--- config.mk ---
export PLATFORM = sky130hd
export DESIGN_NAME = sbox_lut
export DESIGN_NICKNAME = d
export VERILOG_FILES = /design/src/rtl/sbox_chk_pkg.sv /design/src/rtl/sbox_lut.sv
export SDC_FILE = /design/constraint.sdc
export NUM_CORES = 1
export LEC_CHECK = 0
export ABC_AREA = 1
export ABC_CLOCK_PERIOD_IN_PS = 4640
export BUFFER_PORTS_ARGS = -buffer_cell sky130_fd_sc_hd__buf_2
export CAP_MARGIN = 20
export CORE_MARGIN = 2
export CORE_UTILIZATION = 40
export DETAILED_ROUTE_END_ITERATION = 12
export SETUP_SLACK_MARGIN = 0.05
export SYNTH_ARGS = -nofsm -noshare
export SYNTH_HDL_FRONTEND = slang
export SYNTH_SLANG_ARGS = --single-unit
--- constraint.sdc ---
create_clock -name vclk -period 4.64
set_clock_uncertainty 0.05 [all_clocks]
set_input_delay 0.232 -clock vclk [all_inputs]
set_output_delay 0.232 -clock vclk [all_outputs]
set_load 0.01 [all_outputs]
--- src/rtl/sbox_chk_pkg.sv ---
package sbox_chk_pkg;

  localparam int unsigned BYTE_W    = 8;
  localparam int unsigned N_ENTRIES = 1 << BYTE_W;
  localparam logic [7:0]  AFF_CONST = 8'h63;
  localparam logic [7:0]  RED_POLY  = 8'h1B;

  typedef logic [BYTE_W-1:0] byte_t;

  // Carry-less multiply reduced by x^8+x^4+x^3+x+1.
  function automatic byte_t gf_mul(input byte_t a, input byte_t b);
    byte_t acc;
    byte_t sh;
    acc = '0;
    sh  = a;
    for (int i = 0; i < BYTE_W; i++) begin
      if (b[i]) acc = acc ^ sh;
      sh = {sh[6:0], 1'b0} ^ (sh[7] ? RED_POLY : 8'h00);
    end
    return acc;
  endfunction

  // a^254 by square-and-multiply; zero yields zero.
  function automatic byte_t gf_inv(input byte_t a);
    byte_t r;
    byte_t base;
    logic [7:0] e;
    r    = 8'h01;
    base = a;
    e    = 8'd254;
    for (int i = 0; i < BYTE_W; i++) begin
      if (e[i]) r = gf_mul(r, base);
      base = gf_mul(base, base);
    end
    return r;
  endfunction

  function automatic byte_t affine_fwd(input byte_t b);
    byte_t o;
    for (int i = 0; i < BYTE_W; i++) begin
      o[i] = b[i] ^ b[(i+4)%8] ^ b[(i+5)%8] ^ b[(i+6)%8] ^ b[(i+7)%8] ^ AFF_CONST[i];
    end
    return o;
  endfunction

  function automatic byte_t sub_fwd(input byte_t x);
    return affine_fwd(gf_inv(x));
  endfunction

  function automatic logic par8(input byte_t x);
    return ^x;
  endfunction

endpackage

--- src/rtl/sbox_lut.sv ---
module sbox_lut
  import sbox_chk_pkg::*;
#(
  parameter int unsigned DEPTH = N_ENTRIES
) (
  input  byte_t idx,
  output byte_t data
);
  localparam int unsigned IDX_W = $clog2(DEPTH);

  byte_t tbl [DEPTH];

  for (genvar g = 0; g < DEPTH; g++) begin : g_row
    localparam byte_t ROWVAL = sub_fwd(byte_t'(g));
    assign tbl[g] = ROWVAL;
  end

  assign data = tbl[idx[IDX_W-1:0]];

endmodule

* Word level (Yosys, flattened, before mapping)
Memories as Yosys holds them, arrays and structs flattened. Index checks and enable logic that the tools add are counted.
Cells by class: add/sub/neg operators 0, $mul 0, divide/modulo/power cells 0, $lt $le $gt $ge 1, equal/unequal tests 0, shift operators 0, multiplexer cells 2, bitwise logic cells 1, reduce and logical (&&, ||, !) cells 0
Operators by type and width (number):
- $mux W8 | 2
- $ge A9 B9 Y1 const B | 1
- $not A8 Y9 | 1
Word-level totals: register bits after elaboration 0, bits in latches 0, RAM bits 0, bits in read-only memories 2048, input bits 8, output and inout bits 8, memories 1
Memories:
- (no name shown) | depth 256, width 8, read ports 1, clocked after memory_dff 0, wr ports 0, line sbox_lut.sv:18 | assign data = tbl[idx[IDX_W-1:0]];

* Longest topological paths before layout
depth in word-level cells 4, gate-level depth with buffers 14

* Least setup slack after synthesis
OpenSTA, ideal clock, no wires.
kind input to output, start point input idx[0], end point output data[1], arrival time 1.754 ns, data required time 4.358 ns, slack 2.604 ns, cell stages on the path 14, cell sequence buf_4 > inv_1 > ha_1 > buf_2 > inv_1 > nand2_4 > nand2_1 > inv_2 > nand2_1 > nand3_1 > nand3_1 > nand3_1 > nand3_1 > nand2_1
On the way: word-level cells in the longest chain between the ends 4
Ends and longest elaborated chain:
- start, declared | line sbox_lut.sv:6 | input byte_t idx,
- $not A8 Y9 (implied by the code) | line sbox_lut.sv:18
- $mem_v2 Z256 W8
- $mux W8 (implied by the code) (2 in series) | line sbox_lut.sv:18
- end, declared | line sbox_lut.sv:7 | output byte_t data
Every way passes these cells. The select of a mux whose other input is x is not followed.

* Final worst setup path
start point input idx[0], end point output data[5]
Same word-level chain as after synthesis.

==> summary by stage <==
Run status
The run finished with clean final reports.

Layout
For this run, the post-layout net count is roughly 630. The number of sequential storage elements is 0. In the final layout, the share of cells above drive strength 1 is under 10%. The post-route cell area is slightly above 3000 um2. Relative to the synthesized area, the layout overhead comes to -1.254%. Counting the clock-network buffers in the layout gives 0. In the final layout, flip-flops and latches occupy 0 um2.

Excluding fillers, the count of instances in the completed layout stands at 711. The number of antenna diodes in the final layout is 0.

Drt
The count of nets left with antenna violations once routing finished came out at 0. The routed via count divided by cell count is 6.623. The via count is 4,709. For this block, the routed nets add up to about 16,000 um of wire.

The initial detailed-routing violation count is just under 900. The final routed wire length divided by cell count is ~23 um. The first detailed-routing pass ran for 6 iterations. The number of remaining DRC errors is 0.

Yosys
Dividing the synthesized area by the synthesized cell count gives about 4.9 um2. Sorting the synthesized cells by area gives the leading types as nand3_1 34%, nand2_1 27%, ha_1 6.1%, inv_1 3.8%, a21oi_1 3.4%. After synthesis, the share of cell area in mux cells is 0%. The adder-cell share of the synthesized area is between 6 and 7%. The total of warnings raised by yosys is 0. Of the total synthesized cell area, the portion taken by XOR and XNOR cells is 0%. The synthesized netlist devotes 72.49% of its cell area to simple gates. After synthesis, the largest family of logic cells by area is simple AND/OR/NAND/NOR gates. The post-synth net total is between 600 and 700.

The synthesized design devotes to its leading area cell type 33.82% of total area. Counting every instance in the synthesized netlist gives between 600 and 700. The biggest area consumer among synthesized cells is nand3_1. Counting distinct cell types in the post-synthesis netlist gives 27. The share of the synthesized area in compound gates (AO/OA/AOI/OAI) is under 10%. The part of the Yosys area used for sequential elements is 0%. Among all cell types in the netlist, the one instantiated most often is nand2_1.

The cell area that synthesis handed to floorplanning was just over 3000 um2. By count the netlist is led by 221 x nand2_1, 209 x nand3_1, 31 x inv_1, 27 x nor2_1, 21 x a21oi_1.

STA
The total negative slack for setup checks is 0 ns. The actual transition at the worst max-transition pin is approximately 0.90 ns. The worst hold slack is 0.8878 ns.

The number of slew-limit violations in the final report was 0. The worst slew slack as a fraction of its limit is between 30 and 40%. The final critical delay including setup and external delays is 2.820 ns. Setup slack closes at 1.820 ns. The top achievable clock speed is between 300 and 400 MHz. The share of the clock period used by the worst path is roughly 60%. Setup repair after global routing left no endpoint under its margin. The number of setup violations in the final report is 0. The final hold violation count is 0.

Place
The setup slack after placement is 1.886 ns. Detailed placement ended at an HPWL of between 10,000 and 15,000 um. The global placement routability congestion is about 1.1.

The count of port buffers added during placement is 16. The number of placed instances, taps included, is 711. The area after detailed placement is roughly 3000 um2.

Run
Across the run, the number of max-cap violations was 0.

GRT
Global routing used between 50% and 60% of the available met2 tracks. Global routing used 51.44% of the available met1 tracks. Entering global routing, the biggest net connects 60 pins.

In the global route stage, overall resource usage came out at 38.40%. The layer carrying the most global-route usage is met2. The initial antenna violation count is 0. The via count of the first global-routing pass is 4,191. The first global-routing pass estimated approximately 25,000 um of wire.

After global routing the overflow that remains totals 0. For met3 alone, demand over resource in global routing was approximately 6.7%.

Setup path
The data arrival time of the worst path is ~2.5 ns. The startpoint-to-endpoint class of the critical path is primary input to output pin. The worst stage delay on the critical path is 0.54 ns. In this design, the critical path's most frequently occurring cell is nand2_1. The number of buffers and inverters on the critical path is 5. The kind of cell with the highest combined delay on the critical path is buffers and inverters. The slowest stage of the critical path is the ha_1 cell. Data on the critical path is required at its endpoint by roughly 4.4 ns. STA classifies the critical path endpoint as an output pin. The signal on the critical path passes through buf_2 -> inv_1 -> ha_1 -> inv_1 -> nand2_4 -> nand2_1 -> inv_2 -> nand2_1 -> nand3_1 -> nand2_1 -> nand3_1 -> nand3_1 -> nand2_1 -> buf_2. The type of origin of the critical path is a primary input.

The maximum fanout encountered on the critical timing path is 12.

Pwr
The power per cell area is around 130 nW/um2. The analysis attributes to cell leakage a power of between 1.5 and 2 nW. VDD sags by at most about 110 uV.

Clock tree
Post-CTS repair changed the size of 0 cells. Buffers inserted to repair hold after CTS numbered 0. Once the clock tree was built, the setup fixing pass inserted 0 buffers.

Worst hold path
The launch instance of the worst min-delay path is idx[7]. The hold-critical path endpoint is data[3]. The worst hold path passes through 4 cells. In this run the worst hold path is classified as primary input to output pin.

Floorplan
The total core area is 7607 um2. The y dimension of the die is 91.94 um. The number of I/O pins is 16. The row count is 32. The initial standard-cell utilization of the core is around two fifths. The die boundary width is between 90 and 100 um.

The floorplan step defined a die boundary enclosing 8452 um2.
-- cell usage in the layout, fill, tap and decap left out --
cell and n:
o21ai_1 6, buf_2 16, nand3_1 209, nor2_4 2, or2_1 1, a21oi_2 2, nor2_1 27, nand2_2 12
nor3_2 1, ha_1 15, inv_1 31, nand4_1 10, o21ai_0 6, buf_4 7, nand2_1 221, inv_2 4
a31oi_1 1, nor2_2 6, nand3_2 4, a21oi_1 21, inv_4 1, nand2_4 1, o211ai_1 4, o21a_1 1
-- area by class of cell --
type | count | area, um2
repair buffers | 23 | 132.6
well taps | 102 | 127.6
multi-input cells | 550 | 2656
fillers | 939 | 4553
inverters | 36 | 137.6
-- tightest hold or removal path, stage by stage --
cell and delay [ns]:
buf_2 0.19, nand2_1 0.11, nand2_1 0.05, buf_2 0.13
-- logic make-up (layout without fill, tap and decap cells) --
| logic type | count (synthesis) | in the layout |
|---|---|---|
| AO/OA/AOI/OAI | 41 | 41 |
| AND/OR/NAND/NOR | 494 | 494 |
| buffers and inverters | 85 | 59 |
| adder cells (fa/ha/maj) | 15 | 15 |
-- per-layer routing --
metal | vias to the layer above | share of wire (%)
met3 | 90 | 14
li1 | 2069 | -
met5 | - | 0
met1 | 2113 | 38
met4 | 0 | 7.1
met2 | 437 | 42
-- through the flow --
step                      util [%]  power (mW)
final                        40.15      0.3962
after global routing         40.15      0.4243
after CTS                    40.15      0.3767
after detailed placement     40.15      0.3750
after global placement       40.15      0.3822
after floorplan                  -      0.2735
-- power breakdown --
part | leakage, nW | switching, mW | internal [mW]
Clock | 0 | 0 | 0
Sequential | 0 | 0 | 0
Combinational | 1.62 | 0.288 | 0.108
Total | 1.62 | 0.288 | 0.108
-- worst max-delay path by stage --
stage                     cells after the start  slack [ns]       to    from
after CTS                                    14        1.88  data[5]  idx[0]
after detailed placement                     14        1.89  data[5]  idx[0]
after global placement                       14        1.94  data[5]  idx[0]
after global routing                         14        1.64  data[5]  idx[0]
after floorplan                              14        2.60  data[1]  idx[0]
final                                        14        1.82  data[5]  idx[0]
No activity file was read; power rests on OpenSTA's default activity.
